==> config.mk <==
export PLATFORM = sky130hd
export DESIGN_NAME = bindiv_gen
export DESIGN_NICKNAME = d
export VERILOG_FILES = /design/src/rtl/bindiv_pkg.sv /design/src/rtl/ratio_decode.sv /design/src/rtl/level_enable.sv /design/src/rtl/div_core.sv /design/src/rtl/bindiv_gen.sv
export SDC_FILE = /design/constraint.sdc
export NUM_CORES = 1
export LEC_CHECK = 0
export BUFFER_PORTS_ARGS = -buffer_cell sky130_fd_sc_hd__buf_2
export CORE_AREA = 2 2 39 41
export DETAILED_ROUTE_END_ITERATION = 6
export DIE_AREA = 0 0 41 43
export PLACE_DENSITY_LB_ADDON = 0.12
export SKIP_CTS_REPAIR_TIMING = 1
export SLEW_MARGIN = 20
export SYNTH_ARGS = -nofsm -noshare
export SYNTH_HDL_FRONTEND = slang
export SYNTH_SLANG_ARGS = --single-unit
==> constraint.sdc <==
create_clock -name clk_in -period 4.17 [get_ports clk_in]
set_input_delay 0.6255 -clock clk_in [delete_from_list [all_inputs] [get_ports clk_in]]
set_output_delay 0.6255 -clock clk_in [all_outputs]
set_load 0.01 [all_outputs]
==> src/rtl/bindiv_pkg.sv <==
package bindiv_pkg;
    // log2 of the largest divide ratio
    parameter int MAX_LOG2 = 5;
    localparam int SHIFT_W = $clog2(MAX_LOG2 + 1);
    localparam int CNT_W   = (MAX_LOG2 > 1) ? MAX_LOG2 - 1 : 1;

    // 2-bit pin level codes
    localparam logic [1:0] LVL_LOW  = 2'b00;
    localparam logic [1:0] LVL_HIGH = 2'b01;

    typedef logic [SHIFT_W-1:0] shift_t;

    typedef struct packed {
        logic               armed;
        shift_t             shift;
        logic [CNT_W-1:0]   cnt;
        logic               phase;
    } div_state_t;
endpackage

==> src/rtl/ratio_decode.sv <==
module ratio_decode
    import bindiv_pkg::*;
(
    input  logic [1:0] sel_tri,
    input  logic [1:0] sel_bin,
    output shift_t     shift
);
    logic upper_set;

    always_comb begin
        upper_set = (sel_bin == LVL_HIGH);
        unique case (sel_tri)
            LVL_LOW:  shift = upper_set ? shift_t'(5) : shift_t'(2);
            LVL_HIGH: shift = upper_set ? shift_t'(4) : shift_t'(1);
            default:  shift = upper_set ? shift_t'(3) : shift_t'(0);
        endcase
    end
endmodule

==> src/rtl/level_enable.sv <==
module level_enable
    import bindiv_pkg::*;
#(
    parameter bit ACTIVE_HIGH = 1'b1
) (
    input  logic [1:0] code,
    output logic       on
);
    generate
        if (ACTIVE_HIGH) begin : g_act_high
            // floating pulls high: only a driven low disables
            assign on = (code != LVL_LOW);
        end else begin : g_act_low
            // floating pulls low: only a driven high disables
            assign on = (code != LVL_HIGH);
        end
    endgenerate
endmodule

==> src/rtl/div_core.sv <==
module div_core
    import bindiv_pkg::*;
(
    input  logic   clk_in,
    input  logic   rst_n,
    input  logic   enable,
    input  shift_t req_shift,
    output logic   data_out
);
    div_state_t       st_d, st_q;
    logic [CNT_W-1:0] half_m1;
    int unsigned      span;

    always_comb begin
        st_d    = st_q;
        span    = 32'd1 << st_q.shift;
        half_m1 = CNT_W'((span >> 1) - 32'd1);
        if (!enable || !st_q.armed) begin
            // parked: load ratio, restart from HIGH
            st_d.armed = enable;
            st_d.shift = req_shift;
            st_d.cnt   = '0;
            st_d.phase = 1'b1;
        end else if (st_q.shift == '0) begin
            // bypass: every input edge is an output rising edge
            st_d.shift = req_shift;
            st_d.cnt   = '0;
            st_d.phase = 1'b1;
        end else if (st_q.cnt == half_m1) begin
            st_d.cnt   = '0;
            st_d.phase = ~st_q.phase;
            if (!st_q.phase) begin
                st_d.shift = req_shift;
            end
        end else begin
            st_d.cnt = st_q.cnt + 1'b1;
        end
    end

    always_ff @(posedge clk_in or negedge rst_n) begin
        if (!rst_n) begin
            st_q <= '{armed: 1'b0, shift: '0, cnt: '0, phase: 1'b1};
        end else begin
            st_q <= st_d;
        end
    end

    always_comb begin
        if (!rst_n || !enable || !st_q.armed) begin
            data_out = 1'b1;
        end else if (st_q.shift == '0) begin
            data_out = clk_in;
        end else begin
            data_out = st_q.phase;
        end
    end
endmodule

==> src/rtl/bindiv_gen.sv <==
module bindiv_gen
    import bindiv_pkg::*;
(
    input  logic       clk_in,
    input  logic       rst_n,
    input  logic [1:0] sel_tri,
    input  logic [1:0] sel_bin,
    input  logic [1:0] oe_lo,
    input  logic [1:0] oe_hi,
    output logic       clk_out,
    output logic       clk_out_en
);
    shift_t req_shift;
    logic   on_lo, on_hi, enable;

    ratio_decode u_dec (
        .sel_tri (sel_tri),
        .sel_bin (sel_bin),
        .shift   (req_shift)
    );

    level_enable #(.ACTIVE_HIGH(1'b0)) u_en_lo (.code(oe_lo), .on(on_lo));
    level_enable #(.ACTIVE_HIGH(1'b1)) u_en_hi (.code(oe_hi), .on(on_hi));

    assign enable     = on_lo & on_hi;
    assign clk_out_en = enable;

    div_core u_core (
        .clk_in    (clk_in),
        .rst_n     (rst_n),
        .enable    (enable),
        .req_shift (req_shift),
        .data_out  (clk_out)
    );
endmodule

==> summary.md <==
| Metric | Value |
|---|---|
| Pre-CTS setup slack | `around 1.1 ns` |
| Worst Path Arrival | `between 2 and 3 ns` |
| Post-synthesis compound-gate area fraction | `13.4%` |
| CTS tree | `done` |
| Count of warnings emitted by yosys | `0` |
| Simple-gate share of the synthesized area | `between 20% and 30%` |
| Gpl congestion | `0.673` |
| Layout cells sized above 1 | `between 30% and 40%` |
| Area Overhead vs Synth | `19.5%` |
| PortBufs | `11` |
| Final setup fails | `0` |
| Flops & latches, synth | `9` |
| Most common cell in the synthesized netlist | `dfrtp_1` |
| Peak VDD IR | `~0.24 mV` |
| Initial antenna violation count | `0` |
| Setup_tns | `0 ns` |
| Largest family of logic cells by synthesized area | `simple AND/OR/NAND/NOR gates` |
| Synth Flop Type | `dfrtp_1` |
| Final slew viol count | `0` |
| Vias per inst | `approximately 5.1` |
| PwrDens | `a little over 400 mW/mm^2` |
| Routed vias | `about 470` |
| Nets | `88` |
| Final WS setup | `approximately 0.83 ns` |
| Post-synthesis sequential area ratio | `approximately two fifths` |
| Class of the worst hold path | `in2async` |
| CP endpoint kind | `output pin` |
| Post-synth top area share | `33.6%` |
| Tightest Pin Transition | `around 0.42 ns` |
| RSZ-0062 raised after global routing | `false` |
| CTS clk-pin slew, worst paths | `~0.060 ns` |
| Core Region | `between 0.001 and 0.0015 sq mm` |
| Filler Cells Inserted | `between 100 and 150` |
| Largest regs | `u_core.st_q: 9 flops` |
| Synth Cell Area | `about 600 sq um` |
| Critical path launch point type | `clock port` |
| Grt total ovfl | `0` |
| Clk_lat worst skew | `roughly 0.38 ns` |
| Hold Fails Final Rpt | `0` |
| Leakage | `0.327 nW` |
| Drt first pass iters | `4` |
| Synth Area in XOR/XNOR | `slightly below 9%` |
| Initial DRC Count | `9` |
| Slew Limit Headroom | `between 70% and 80%` |
| Post-Syn Area per Cell | `around 10 sq um` |
| Total GRT Usage | `16.7%` |
| Hpwl dp | `a little under 800 um` |
| Post-synth cell types | `30` |
| DRT antenna net count | `0` |
| Syn Nets | `70` |
| Top cells by count, synth | `8 x dfrtp_1, 7 x nor2_1, 4 x xnor2_1` |
| Crit-path max FO | `2` |
| Mux contribution to synthesized area | `between 10 and 15%` |
| Largest net degree at the start of global routing | `11` |
| Post-synth EDFFs | `0` |
| Skew final | `0.00616 ns` |
| Antenna fix cells | `0` |
| Cell Rows | `14` |
| Top cells by area, synth | `dfrtp_1 34%, mux2_4 7.6%, xnor2_1 5.9%` |
| Top reg by flops | `u_core.st_q` |
| Worst setup path class | `clk2out` |
| Max reg flops | `9` |
| Status | `complete, no violations` |
| Area of the multi-input gates | `354 sq um` |
| Top Ports | `12` |
| Critical path data required time | `3.54 ns` |
| Die Span Y | `43 um` |
| Post-synth ARST share | `100%` |
| Final WL | `approximately 1000 um` |
| Routed len/inst | `roughly 11 um` |
| Max Cap Viol | `0` |
| Global-route wire length before repair | `1900 um` |
| Initial Util | `between 40% and 50%` |
| Sequential cell area | `226 sq um` |
| Number of global-route vias before repair | `approximately 450` |
| Die width | `approximately 40 um` |
| Post-Synthesis Cells | `58` |
| Die area | `0.00176 sq mm` |
| DRC viols | `0` |
| Adder-cell share of the synthesized area | `4.20%` |
| Synth area leader | `dfrtp_1` |
[final cells by class]
cell class / instances / share of cell area, %
Inverter: 2 / 1.05
Sequential cell: 9 / 31.8
Clock buffer: 8 / 7.56
Tap cell: 16 / 2.81
Timing Repair Buffer: 10 / 7.03
Multi-Input combinational cell: 46 / 49.7
[critical path, stage by stage]
cell and delay [ns]:
clkbuf_4 0.11, clkbuf_4 0.12, mux2i_1 0.14, nand4_1 0.11, buf_2 0.15
[stage by stage]
stage	utilization, %	hold WS, ns	std cells	total power, mW	instance area, sq um
5_1_grt	51.4	0.113	91	0.310	712
4_1_cts	51.4	0.108	91	0.294	712
2_1_floorplan	-	0.330	58	0.166	596
3_5_place_dp	47.9	0.498	84	0.182	663
3_3_place_gp	47.9	0.494	84	0.182	663
6_report	51.4	0.0915	91	0.291	712
[worst paths after layout]
check	from	end	slack, ns	cells after the start
setup / recovery	clk_in	clk_out	0.83	5
hold reg to reg	u_core.st_q[1]	u_core.st_q[1]	0.54	1
min in group clk_in	oe_lo[0]	u_core.st_q[8]	0.42	2
max in group asynchronous	rst_n	u_core.st_q[0]	3.83	1
setup reg to reg	u_core.st_q[7]	u_core.st_q[5]	1.53	8
hold / removal	rst_n	u_core.st_q[6]	0.09	1
[cells in the final DEF (no fill, tap or decap), types with 2 or more instances in the layout]
| cell type | instances |
|---|---|
| xnor2_1 | 4 |
| nor2_1 | 7 |
| clkbuf_4 | 6 |
| buf_2 | 11 |
| nand3_1 | 3 |
| dfrtp_1 | 8 |
| inv_1 | 2 |
| mux2_4 | 3 |
| nand2b_1 | 3 |
| ha_1 | 2 |
| a21oi_1 | 3 |
| xor2_1 | 2 |
| o21ai_0 | 2 |
[cells by family (layout without fill, tap and decap cells)]
logic type / after synthesis / after routing
AO/OA/AOI/OAI: 10 / 10
buffers and inverters: 3 / 20
AND/OR/NAND/NOR: 23 / 23
multiplexers: 5 / 5
flip-flops: 9 / 9
adder cells (fa/ha/maj): 2 / 2
XOR/XNOR: 6 / 6
[per-layer routing]
metal	vias up	GRT usage, %	wire, um
met4	0	14.7	25
li1	240	-	-
met2	12	18.8	444
met3	3	5.76	49
met1	211	23.7	518
met5	-	0	0
[where the power goes]
part	leakage (nW)	switching, mW	internal, mW
logic	0.175	0.0347	0.0356
clock network	0.0368	0.0437	0.0723
registers	0.115	0.0110	0.0942
Note: power is estimated with default switching activity, not from simulation.
